[src/rtl/pic_pkg.sv]
package pic_pkg;

   localparam int PIC_MODE_W    = 3;
   localparam int PIC_NUM_RATES = 4;
   localparam int PIC_NUM_CH    = 2;

   typedef enum logic [PIC_MODE_W-1:0] {
      PIC_PASS  = 3'b000,
      PIC_AND   = 3'b001,
      PIC_OR    = 3'b010,
      PIC_XOR   = 3'b011,
      PIC_FILT0 = 3'b100,
      PIC_FILT1 = 3'b101,
      PIC_FILT2 = 3'b110,
      PIC_FILT3 = 3'b111
   } pic_mode_e;

   function automatic logic pic_is_filtered(input logic [PIC_MODE_W-1:0] m);
      return m[PIC_MODE_W-1];
   endfunction

endpackage

[src/rtl/pic_sync.sv]
module pic_sync #(
   parameter int WIDTH  = 2,
   parameter int STAGES = 2
) (
   input  logic             clk,
   input  logic             rst_n,
   input  logic [WIDTH-1:0] d,
   output logic [WIDTH-1:0] q
);

   if (STAGES < 2) begin : g_bad_stages
      $error("pic_sync: STAGES must be at least 2");
   end
   if (WIDTH < 1) begin : g_bad_width
      $error("pic_sync: WIDTH must be at least 1");
   end

   logic [STAGES-1:0][WIDTH-1:0] chain;

   always_ff @(posedge clk or negedge rst_n) begin
      if (!rst_n) begin
         chain <= '0;
      end else begin
         chain <= {chain[STAGES-2:0], d};
      end
   end

   assign q = chain[STAGES-1];

endmodule

[src/rtl/pic_strobe_gen.sv]
module pic_strobe_gen #(
   parameter int NUM_RATES = 4,
   parameter int EXP_W     = 4
) (
   input  logic                       clk,
   input  logic                       rst_n,
   input  logic [NUM_RATES*EXP_W-1:0] rate_exp,
   output logic [NUM_RATES-1:0]       strobe,
   output logic [(1<<EXP_W)-2:0]      tick_cnt
);

   localparam int CNT_W = (1 << EXP_W) - 1;

   if (EXP_W < 1 || EXP_W > 5) begin : g_bad_exp
      $error("pic_strobe_gen: EXP_W must lie in 1..5");
   end
   if (NUM_RATES < 1) begin : g_bad_rates
      $error("pic_strobe_gen: NUM_RATES must be at least 1");
   end

   logic [CNT_W-1:0] cnt;

   always_ff @(posedge clk or negedge rst_n) begin
      if (!rst_n) begin
         cnt <= '0;
      end else begin
         cnt <= cnt + CNT_W'(1);
      end
   end

   assign tick_cnt = cnt;

   for (genvar k = 0; k < NUM_RATES; k++) begin : g_rate
      logic [EXP_W-1:0] e;
      logic [CNT_W-1:0] low_mask;
      assign e        = rate_exp[k*EXP_W +: EXP_W];
      assign low_mask = ~({CNT_W{1'b1}} << e);
      assign strobe[k] = ((cnt & low_mask) == '0);
   end

endmodule

[src/rtl/pic_vote_filter.sv]
module pic_vote_filter (
   input  logic clk,
   input  logic rst_n,
   input  logic sample_en,
   input  logic din,
   output logic q
);

   logic [1:0] hist;
   logic       unanimous;

   assign unanimous = (din == hist[0]) && (din == hist[1]);

   always_ff @(posedge clk or negedge rst_n) begin
      if (!rst_n) begin
         hist <= '0;
         q    <= 1'b0;
      end else if (sample_en) begin
         hist <= {hist[0], din};
         if (unanimous) begin
            q <= din;
         end
      end
   end

endmodule

[src/rtl/pin_input_conditioner.sv]
module pin_input_conditioner
   import pic_pkg::*;
#(
   parameter int EXP_W       = 4,
   parameter int SYNC_STAGES = 2
) (
   input  logic                           clk,
   input  logic                           rst_n,
   input  logic                           a_raw,
   input  logic                           b_raw,
   input  logic [PIC_MODE_W-1:0]          mode,
   input  logic [PIC_NUM_RATES*EXP_W-1:0] rate_exp,
   output logic                           a_out,
   output logic                           b_out
);

   localparam int CNT_W = (1 << EXP_W) - 1;

   if (SYNC_STAGES < 2) begin : g_bad_sync
      $error("pin_input_conditioner: SYNC_STAGES must be at least 2");
   end

   logic [PIC_NUM_CH-1:0]    raw_pair;
   logic [PIC_NUM_CH-1:0]    sync_pair;
   logic [PIC_NUM_CH-1:0]    filt_q;
   logic [PIC_NUM_RATES-1:0] strobes;
   logic [CNT_W-1:0]         tick_cnt;
   logic                     sel_strobe;
   logic                     a_s;
   logic                     b_s;

   assign raw_pair = {b_raw, a_raw};

   pic_sync #(.WIDTH(PIC_NUM_CH), .STAGES(SYNC_STAGES)) u_sync (
      .clk   (clk),
      .rst_n (rst_n),
      .d     (raw_pair),
      .q     (sync_pair)
   );

   assign a_s = sync_pair[0];
   assign b_s = sync_pair[1];

   pic_strobe_gen #(.NUM_RATES(PIC_NUM_RATES), .EXP_W(EXP_W)) u_strobe (
      .clk      (clk),
      .rst_n    (rst_n),
      .rate_exp (rate_exp),
      .strobe   (strobes),
      .tick_cnt (tick_cnt)
   );

   assign sel_strobe = strobes[mode[1:0]];

   for (genvar ch = 0; ch < PIC_NUM_CH; ch++) begin : g_chan
      pic_vote_filter u_vote (
         .clk       (clk),
         .rst_n     (rst_n),
         .sample_en (sel_strobe),
         .din       (sync_pair[ch]),
         .q         (filt_q[ch])
      );
   end

   always_comb begin
      a_out = a_s;
      b_out = b_s;
      if (pic_is_filtered(mode)) begin
         a_out = filt_q[0];
         b_out = filt_q[1];
      end else begin
         case (pic_mode_e'(mode))
            PIC_AND: a_out = a_s & b_s;
            PIC_OR:  a_out = a_s | b_s;
            PIC_XOR: a_out = a_s ^ b_s;
            default: a_out = a_s;
         endcase
      end
   end

endmodule

[config.mk]
export PLATFORM = sky130hd
export DESIGN_NAME = pin_input_conditioner
export DESIGN_NICKNAME = d
export VERILOG_FILES = /design/src/rtl/pic_pkg.sv /design/src/rtl/pic_sync.sv /design/src/rtl/pic_strobe_gen.sv /design/src/rtl/pic_vote_filter.sv /design/src/rtl/pin_input_conditioner.sv
export SDC_FILE = /design/constraint.sdc
export NUM_CORES = 1
export LEC_CHECK = 0
export BUFFER_PORTS_ARGS = -buffer_cell sky130_fd_sc_hd__clkbuf_2
export CAP_MARGIN = 40
export CORE_MARGIN = 3
export CORE_UTILIZATION = 51
export DETAILED_ROUTE_END_ITERATION = 8
export PLACE_DENSITY = 0.75
export SKIP_CTS_REPAIR_TIMING = 1
export SYNTH_ARGS = -nofsm -noshare
export SYNTH_HDL_FRONTEND = slang
export SYNTH_SLANG_ARGS = --single-unit
[constraint.sdc]
create_clock -name clk -period 2.1 [get_ports clk]
set_input_delay 0 -clock clk [delete_from_list [all_inputs] [get_ports clk]]
set_output_delay 0 -clock clk [all_outputs]
set_load 0.02 [all_outputs]
# Word-level counts from Yosys, hierarchy flattened
# Index checks and enable logic that the tools add are counted.
[totals]
output_inout_bits = 2
elab_cells = 44
input_bits = 23
register_bits = 25
[op_classes]
n_bitwise = 11
addsub = 1
reduce_logical = 8
mux = 5
eq_ne = 7
order_cmp = 1
n_shift = 4
[ops]
columns = ["op", "n"]
rows = [
  ["$and A15 B15 Y15", 4],
  ["$logic_not A15 Y1", 4],
  ["$not A15 Y15", 4],
  ["$shl A15 B4 Y15 const A", 4],
  ["$add A15 B1 Y15 const B", 1],
  ["$eq A3 B2 Y1 const B", 2],
  ["$eq A1 B1 Y1", 4],
  ["$reduce_and A2 Y1", 2],
  ["$eq A3 B1 Y1 const B", 1],
  ["$lt A2 B3 Y1 const B", 1],
  ["$mux W1", 3],
  ["$pmux W1 S3", 1],
  ["$bmux W1 S2", 1],
  ["$logic_and A1 B1 Y1", 2],
  ["$and A1 B1 Y1", 1],
  ["$or A1 B1 Y1", 1],
  ["$xor A1 B1 Y1", 1],
]

# Longest topological paths before layout
# Gate-level depths: netlist of run 1.
[depth]
depth_word = 7
ltp_mapped = 9
mapped_depth_nobuf = 7

# Modules after synthesis
# Synthesis of run 1 repeated with hierarchy kept, for this count alone.
[unflattened]
cells_unflattened = 203
hier_area_um2 = 1856.8
[modules_own_cells]
columns = ["mod", "area_each_um2", "seq_area_each_um2", "cells_per_inst", "n_inst"]
rows = [
  ["pic_strobe_gen", 1361.3, 375.4, 165, 1],
  ["pic_vote_filter", 136.4, 75.1, 10, 2],
  ["pic_sync", 115.1, 100.1, 6, 1],
  ["pin_input_conditioner", 107.6, 0.0, 12, 1],
]

# Worst setup path before layout of run 1
# Ideal clock, no wire load.
[synth_path]
path_type = "reg-to-reg"
from = "register u_strobe.cnt[0] (netlist: u_strobe.tick_cnt[0])"
to = "register g_chan[0].u_vote.hist[0]"
setup_ns = 0.125
n_path_buf = 2
arrival_time_ns = 1.940
synth_period_minus_slack_ns = 2.065
setup_slack_ns = 0.035
stages_incl_launch_ff = 9
path_cell_list = "dfrtp_1 buf_2 maj3_1 nor3_2 a21oi_1 o41ai_1 o32a_1 buf_6 mux2_4"
[synth_via]
elab_chain_len = 4
word_cells_on_any_way = 10
classes_between = "mux: 2; bitwise: 4; reduce/logical: 4"
[synth_lines]
columns = ["element", "line_no", "text"]
rows = [
  ["start: declaration", "pic_strobe_gen.sv:21", "logic [CNT_W-1:0] cnt;"],
  ["start signal: assignment", "pic_strobe_gen.sv:27", "cnt <= cnt + CNT_W'(1);"],
  ["$and A15 B15 Y15", "pic_strobe_gen.sv:38", "assign strobe[k] = ((cnt & low_mask) == '0);"],
  ["$logic_not A15 Y1", "pic_strobe_gen.sv:38", ""],
  ["$bmux W1 S2 *", "pin_input_conditioner.sv:52", "assign sel_strobe = strobes[mode[1:0]];"],
  ["$mux W1 (not written as such) *", "pin_input_conditioner.sv:52", ""],
  ["end signal: assignment", "pic_vote_filter.sv:19", "hist <= {hist[0], din};"],
  ["end: declaration", "pic_vote_filter.sv:9", "logic [1:0] hist;"],
]
# Mark *: on every way between the ends. The rest lies on a longest branch, timed or not. The select of a mux whose other input is x is not followed.
# A chain may end at the register's enable or synchronous reset.

# Worst setup path after layout of run 1
[layout_path]
from = "register u_strobe.cnt[12] (netlist: u_strobe.tick_cnt[12])"
to = "register g_chan[0].u_vote.hist[0]"
# Same word-level chain as after synthesis.

==> results of run 1 <==
[per-layer routing]
metal  global-route usage  up-vias
li1                     -      790
met1                0.329      807
met2                0.370       88
met3               0.0364       19
met4               0.0580        0
met5                    0        -
[placed cells by master, fill, tap and decap left out, types with 5 or more instances in the layout]
| master | synthesis | final |
|---|---|---|
| nand3_1 | 11 | 11 |
| nand2_1 | 9 | 9 |
| xnor2_1 | 8 | 8 |
| nor2_1 | 8 | 8 |
| inv_1 | 7 | 7 |
| a21oi_1 | 13 | 13 |
| o21ai_0 | 13 | 13 |
| buf_4 | 0 | 24 |
| dfrtp_1 | 25 | 21 |
| xor2_1 | 5 | 5 |
| clkbuf_2 | 0 | 24 |
[kinds of logic (layout without fill, tap and decap cells)]
family,after synthesis,in the layout,share of synthesized area
AOI/OAI and AO/OA,69,69,0.275
and+or+nand+nor,45,45,0.131
buffers and inverters,26,63,0.0799
DFF,25,25,0.357
xor gates and xnor gates,13,13,0.0649
adders and majority gates,6,6,0.0385
muxes,6,6,0.0535
[worst max-delay path by stage]
| stage | cells after the start | start | endpoint | slack [ns] |
|---|---|---|---|---|
| 6_report | 8 | u_strobe.tick_cnt[12]$_DFF_PN0_ | g_chan[0].u_vote.hist[0]$_DFFE_PN0P_ | -0.13 |
| 5_1_grt | 8 | u_strobe.tick_cnt[12]$_DFF_PN0_ | g_chan[1].u_vote.hist[0]$_DFFE_PN0P_ | -0.17 |
| 4_1_cts | 7 | u_strobe.tick_cnt[8]$_DFF_PN0_ | g_chan[0].u_vote.hist[0]$_DFFE_PN0P_ | -0.21 |
| 3_5_place_dp | 7 | u_strobe.tick_cnt[8]$_DFF_PN0_ | g_chan[0].u_vote.hist[1]$_DFFE_PN0P_ | -0.16 |
| 3_3_place_gp | 7 | u_strobe.tick_cnt[11]$_DFF_PN0_ | g_chan[1].u_vote.hist[1]$_DFFE_PN0P_ | -0.13 |
| 2_1_floorplan | 8 | u_strobe.tick_cnt[0]$_DFF_PN0_ | g_chan[0].u_vote.hist[0]$_DFFE_PN0P_ | 0.04 |
[worst reg2reg max path: stages (launching register included)]
cell and delay (ns):
dfrtp_2 0.47, buf_4 0.16, a211o_1 0.28, o311ai_1 0.08, a41oi_1 0.16, o41ai_2 0.29
o32a_1 0.24, buf_6 0.15, mux2_4 0.30
[state kept, by name, summed over array words and instances, names as in the netlist]
register / count
u_sync.q: 2
g_chan.u_vote.q: 2
u_strobe.tick_cnt: 15
g_chan.u_vote.hist: 4
u_sync.chain: 2
[stage by stage]
step	utilization	total power, W
finish	0.664	0.000919
global route	0.664	0.000963
CTS	0.627	0.000910
detailed placement	0.619	0.000697
global placement	0.619	0.000689
floorplan	-	0.000637
[power by group through the flow]
| stage | registers [W] | logic (W) | clock network (W) |
|---|---|---|---|
| final | 0.000532 | 0.000171 | 0.000216 |
| after detailed placement | 0.000539 | 0.000159 | 0 |
| after global placement | 0.000536 | 0.000153 | 0 |
| after CTS | 0.000530 | 0.000159 | 0.000221 |
| after floorplan | 0.000531 | 0.000106 | 0 |
| after global routing | 0.000535 | 0.000186 | 0.000242 |
[final cells by class]
class,count,area share
tap,44,0.0261
timing repair buffer,52,0.162
inverter,7,0.0124
sequential,25,0.299
clock buffer,3,0.0107
multi-input combinational,139,0.488
clock inverter,1,0.00237
==> out/metrics.cfg, run 1 <==
[yosys]
syn_nets = 216
synth_common_cells = dfrtp_1, a21oi_1, o21ai_0
synth_top_cell_area_share = 0.357
yosys_warnings = 0
synth_area_per_cell_sq_um = 9.23
yosysSeqAreaShare = 0.357
synth.distinct_cells = 50
synth.area.top_cells = dfrtp_1, xnor2_1, a21oi_1
synthArstFlopShare = 1.00
yosys.cell_count.top_type = dfrtp_1
synth-main-ff-cell = dfrtp_1
synth_area_leader_cell = dfrtp_1
synth_edf_count = 0
synth_cells = 190
synth_seq_cells = 25
syn-cell-area_sq_um = 1750

[sta]
post-route-min-period_ns = 2.23
skew_ns = 0.00581
worst_slack_ns = -0.128
setup_viol = 6
fin_worst_hold_slack_ns = 0.191
worst_pin_slew_ns = 0.600
rsz0062_at_grt = true
slew_headroom = 0.600
finalSetupTns_ns = -0.526
finalCritPeriodShare = 1.06
hold_viol = 0
drv_slew = 0
fmax_ghz = 0.449

[setup_path]
r2r-end = g_chan[0].u_vote.hist[0]$_DFFE_PN0P_
reg2reg_depth = 8
critPathBufInv = 2
cp_data_arrival_time_ns = 2.46
cp_max_fo = 8
cp-end-kind = register
r2r_start = u_strobe.tick_cnt[12]$_DFF_PN0_
worst_setup_path_start_kind = register
critPathKind = register to register
path_delay_family = compound AO/OA/AOI/OAI gates
critPathRequiredTime_ns = 2.33
slowest_delay_ns = 0.47
worst_path_max_delay_cell = dfrtp_2
cp_cell_sequence = buf_4, a211o_1, o311ai_1, a41oi_1, o41ai_2, o32a_1, buf_6, mux2_4
reg2reg_slack_ns = -0.13

[place]
place_inst = 259
gp_congestion = 0.960
post-place-ws_ns = -0.164
port_buffers = 24
dp_hpwl_microns = 3430
placed_cell_area_sq_um = 1970

[route]
final_antenna_net_count = 0
dr.pass1.iters = 5
viasPerCell = 6.29
wl_met3_microns = 375
met1_length_microns = 2000
drc = 0
via_count = 1704
drtIter0Drc = 138
top_layer = met4
wl_met2_microns = 2250
totalWireLength_microns = 4710
wl_per_cell_microns = 17.4

[min_path]
hp-class = input pin to async pin

[cells_and_area]
nFillCells = 261
fin_cells = 271
antenna_cells = 0
seq_area_sq_um = 631
fin_area_sq_um = 2110
final_layout_size_suffix_gt1_frac = 0.330
area_growth_pct = 20.3
fin_nets = 254
multi_input_area_sq_um = 1030

[power_and_ir_drop]
p_sw_frac = 0.283
p_switching_w = 0.000261
powerDensity_nw_per_um2 = 435
seq_power_share = 0.579
p_leak_nw = 0.947
pwr-share-comb = 0.186
p_int_w = 0.000658
ir_drop_mv = 0.271
p_clk_frac = 0.235

[floorplanning]
ios = 25
initial_core_util = 0.552
die-area_sq_um = 4180
rows = 20
core_sq_um = 3180
fp.dieH_microns = 64.6
die_x_microns = 64.6

[status]
failed_checks = negative setup slack
outcome = finished, violations left

[global_routing]
track_usage = 0.232
grt_start_max_net_pins = 26
grt_pass1_vias = 1625
grt_pass1_wl_microns = 7680
antenna_found_initial = 0
overflow = 0

[flow_run]
cap_viol_max_count = 0

[clock_network]
cts_buffers = 3
cts_tree = built
cts.sinks = 25
cts_max_level = 1
cts_buffer_depth = 2
clk_latency_ns = 0.32
clkTransAtPathRegs_ns = 0.14
cts-root-buf = clkbuf_4

(Power assumes the default switching activity.)
==> run 2: changes to the inputs <==
Settings changed: BUFFER_PORTS_ARGS -buffer_cell sky130_fd_sc_hd__clkbuf_2 to -buffer_cell sky130_fd_sc_hd__buf_2, CORE_UTILIZATION 51 to 52, CTS_CLUSTER_DIAMETER set to 50, PLACE_DENSITY 0.75 to 0.76, SYNTH_HIERARCHICAL set to 1.
==> run 2 against run 1 <==
Compared with the run above: synthesized cell count rose by 6.8%; largest cell class unchanged; the run still ends with negative setup slack left; global-route usage decreased by 2.8 points; clock power grew 3%; first-iteration DRC count decreased by 17%; via count fell by 2.6%; non-clock buffer count down 4; register-to-register slack better by 0.04 ns; worst setup slack gained 0.045 ns.
==> out/metrics.cfg, run 2 <==
[cells_and_area]
final_layout_size_suffix_gt1_frac = 0.314
final_common_cell = buf_2
nFillCells = 285
largest_reg_flops = 15
area_growth_pct = 16.6
fin_nets = 263
fin_area_sq_um = 2170
antenna_cells = 0
fin_cells = 282
final_cell_mix = buf_2, dfrtp_1, buf_4

[yosys]
synthArstFlopShare = 1.00
syn-cell-area_sq_um = 1860
yosys.cell_count.top_type = dfrtp_1
syn_nets = 229
synth_common_cells = dfrtp_1, o21ai_0, a21oi_1
yosysSeqAreaShare = 0.337
synth_edf_count = 0
synth_area_leader_cell = dfrtp_1
synth-main-ff-cell = dfrtp_1
synth_cells = 203
synth_seq_cells = 25
synth.distinct_cells = 48
synth_top_cell_area_share = 0.337
synth.area.top_cells = dfrtp_1, o21ai_0, a21oi_1
synth_area_per_cell_sq_um = 9.15
yosys_warnings = 6

[route]
drc = 0
final_antenna_net_count = 0
drtIter0Drc = 115
totalWireLength_microns = 4280
dr.pass1.iters = 4
wl_per_cell_microns = 15.2
via_count = 1659
viasPerCell = 5.88

[sta]
rsz0062_at_grt = true
finalSetupTns_ns = -0.359
drv_slew = 0
finalCritPeriodShare = 1.04
hold_viol = 0
setup_viol = 6
skew_ns = 0.00212
worst_slack_ns = -0.0830
worst_pin_slew_ns = 0.552
post-route-min-period_ns = 2.18
slew_headroom = 0.632
fmax_ghz = 0.458

[flow_run]
cap_viol_max_count = 0

[setup_path]
cp-end-kind = register
critPathRequiredTime_ns = 2.32
critPathKind = register to register
cp_max_fo = 8
cp_data_arrival_time_ns = 2.40
worst_setup_path_start_kind = register

[clock_network]
clkTransAtPathRegs_ns = 0.14
cts_buffers = 3
cts.sinks = 25
cts_tree = built
clk_latency_ns = 0.32
cts_max_level = 1
cts_buffer_depth = 2
cts-root-buf = clkbuf_4

[place]
placed_cell_area_sq_um = 2030
place_inst = 273
dp_hpwl_microns = 3150
port_buffers = 24
gp_congestion = 0.852

[floorplanning]
die_x_microns = 65.8
die-area_sq_um = 4320
rows = 21
fp.dieH_microns = 65.8
ios = 25
initial_core_util = 0.548
core_sq_um = 3390

[min_path]
hp-class = input pin to async pin

[global_routing]
overflow = 0
grt_pass1_vias = 1476
antenna_found_initial = 0
grt_pass1_wl_microns = 6980
grt_start_max_net_pins = 26
track_usage = 0.204

[power_and_ir_drop]
p_leak_nw = 0.932
powerDensity_nw_per_um2 = 431
ir_drop_mv = 0.384

[status]
outcome = finished, violations left
failed_checks = negative setup slack

==> run 2: cell types whose count changed in the layout (fill, tap and decap cells not counted), moves of 3 or more <==
cell      change
buf_2        +24
clkbuf_2     -24
nor2_1        +5
buf_4         -4
nand3_1       -4
o21ai_0       +4
o31a_1        +4
and4_1        +3
o22a_1        -3
o22ai_1       +3
o31ai_1       -3
o31ai_2       +3
==> run 2: layer usage <==
metal | global-route usage | share of wire | vias up
met5 | 0 | 0 | -
met4 | 0.0466 | 0.0030 | 0
met3 | 0.0171 | 0.048 | 2
met2 | 0.319 | 0.49 | 38
met1 | 0.303 | 0.46 | 801
li1 | - | - | 818
==> run 2: worst max-delay path, cell delays in order, from the launching register on <==
cell and delay (ns):
dfrtp_2 0.48, o21a_1 0.19, o31ai_2 0.16, o2111ai_1 0.15
nor4b_2 0.34, mux4_2 0.41, mux2_1 0.34
==> run 2: report_power, final <==
part           switching (W)  internal, W  total [W]
Sequential         0.0000368     0.000515   0.000552
Combinational      0.0000813    0.0000762   0.000158
Clock               0.000151    0.0000727   0.000223
==> run 2: path summary, 6_finish.rpt <==
| path | startpoint | end | slack, ns | cells past startpoint |
|---|---|---|---|---|
| setup / recovery | u_strobe/tick_cnt[5]$_DFF_PN0_ | g_chan[0].u_vote/hist[0]$_DFFE_PN0P_ | -0.08 | 6 |
| hold / removal | rst_n | g_chan[1].u_vote/hist[0]$_DFFE_PN0P_ | 0.20 | 2 |
| setup reg to reg | u_strobe/tick_cnt[5]$_DFF_PN0_ | g_chan[0].u_vote/hist[0]$_DFFE_PN0P_ | -0.08 | 6 |
| hold reg to reg | u_sync/chain[1]$_DFF_PN0_ | u_sync/q[1]$_DFF_PN0_ | 0.37 | 0 |
| max in group asynchronous | rst_n | u_strobe/tick_cnt[4]$_DFF_PN0_ | 1.51 | 2 |
| min in group clk | mode[1] | g_chan[0].u_vote/hist[1]$_DFFE_PN0P_ | 0.29 | 3 |
==> run 2: logic make-up after synthesis <==
kind of cell | Yosys count | share of synthesized area
AO/OA/AOI/OAI | 76 | 0.280
XOR/XNOR | 13 | 0.0613
buffers and inverters | 25 | 0.0889
AND/OR/NAND/NOR | 55 | 0.168
multiplexers | 6 | 0.0438
flip-flops | 25 | 0.337
adder cells (fa/ha/maj) | 3 | 0.0202
==> run 2: per-stage QoR <==
step	power (W)	hold WS [ns]	setup WS [ns]	util
final	0.000933	0.198	-0.0830	0.639
after global routing	0.000981	0.225	-0.178	0.639
after CTS	0.000920	-0.347	-0.139	0.608
after detailed placement	0.000697	0.0207	-0.107	0.599
after global placement	0.000691	0.0132	-0.0945	0.599
after floorplan	0.000637	-0.296	-0.00979	-
==> run 2: cell type report <==
class / count / area (sq um) / share of cell area
inverters: 6 / 22.5 / 0.0104
clock inverters: 1 / 7.51 / 0.00347
well taps: 46 / 57.6 / 0.0266
multi-input cells: 153 / 1100 / 0.510
repair buffers: 48 / 320 / 0.148
flip-flops and latches: 25 / 631 / 0.291
clock buffers: 3 / 22.5 / 0.0104
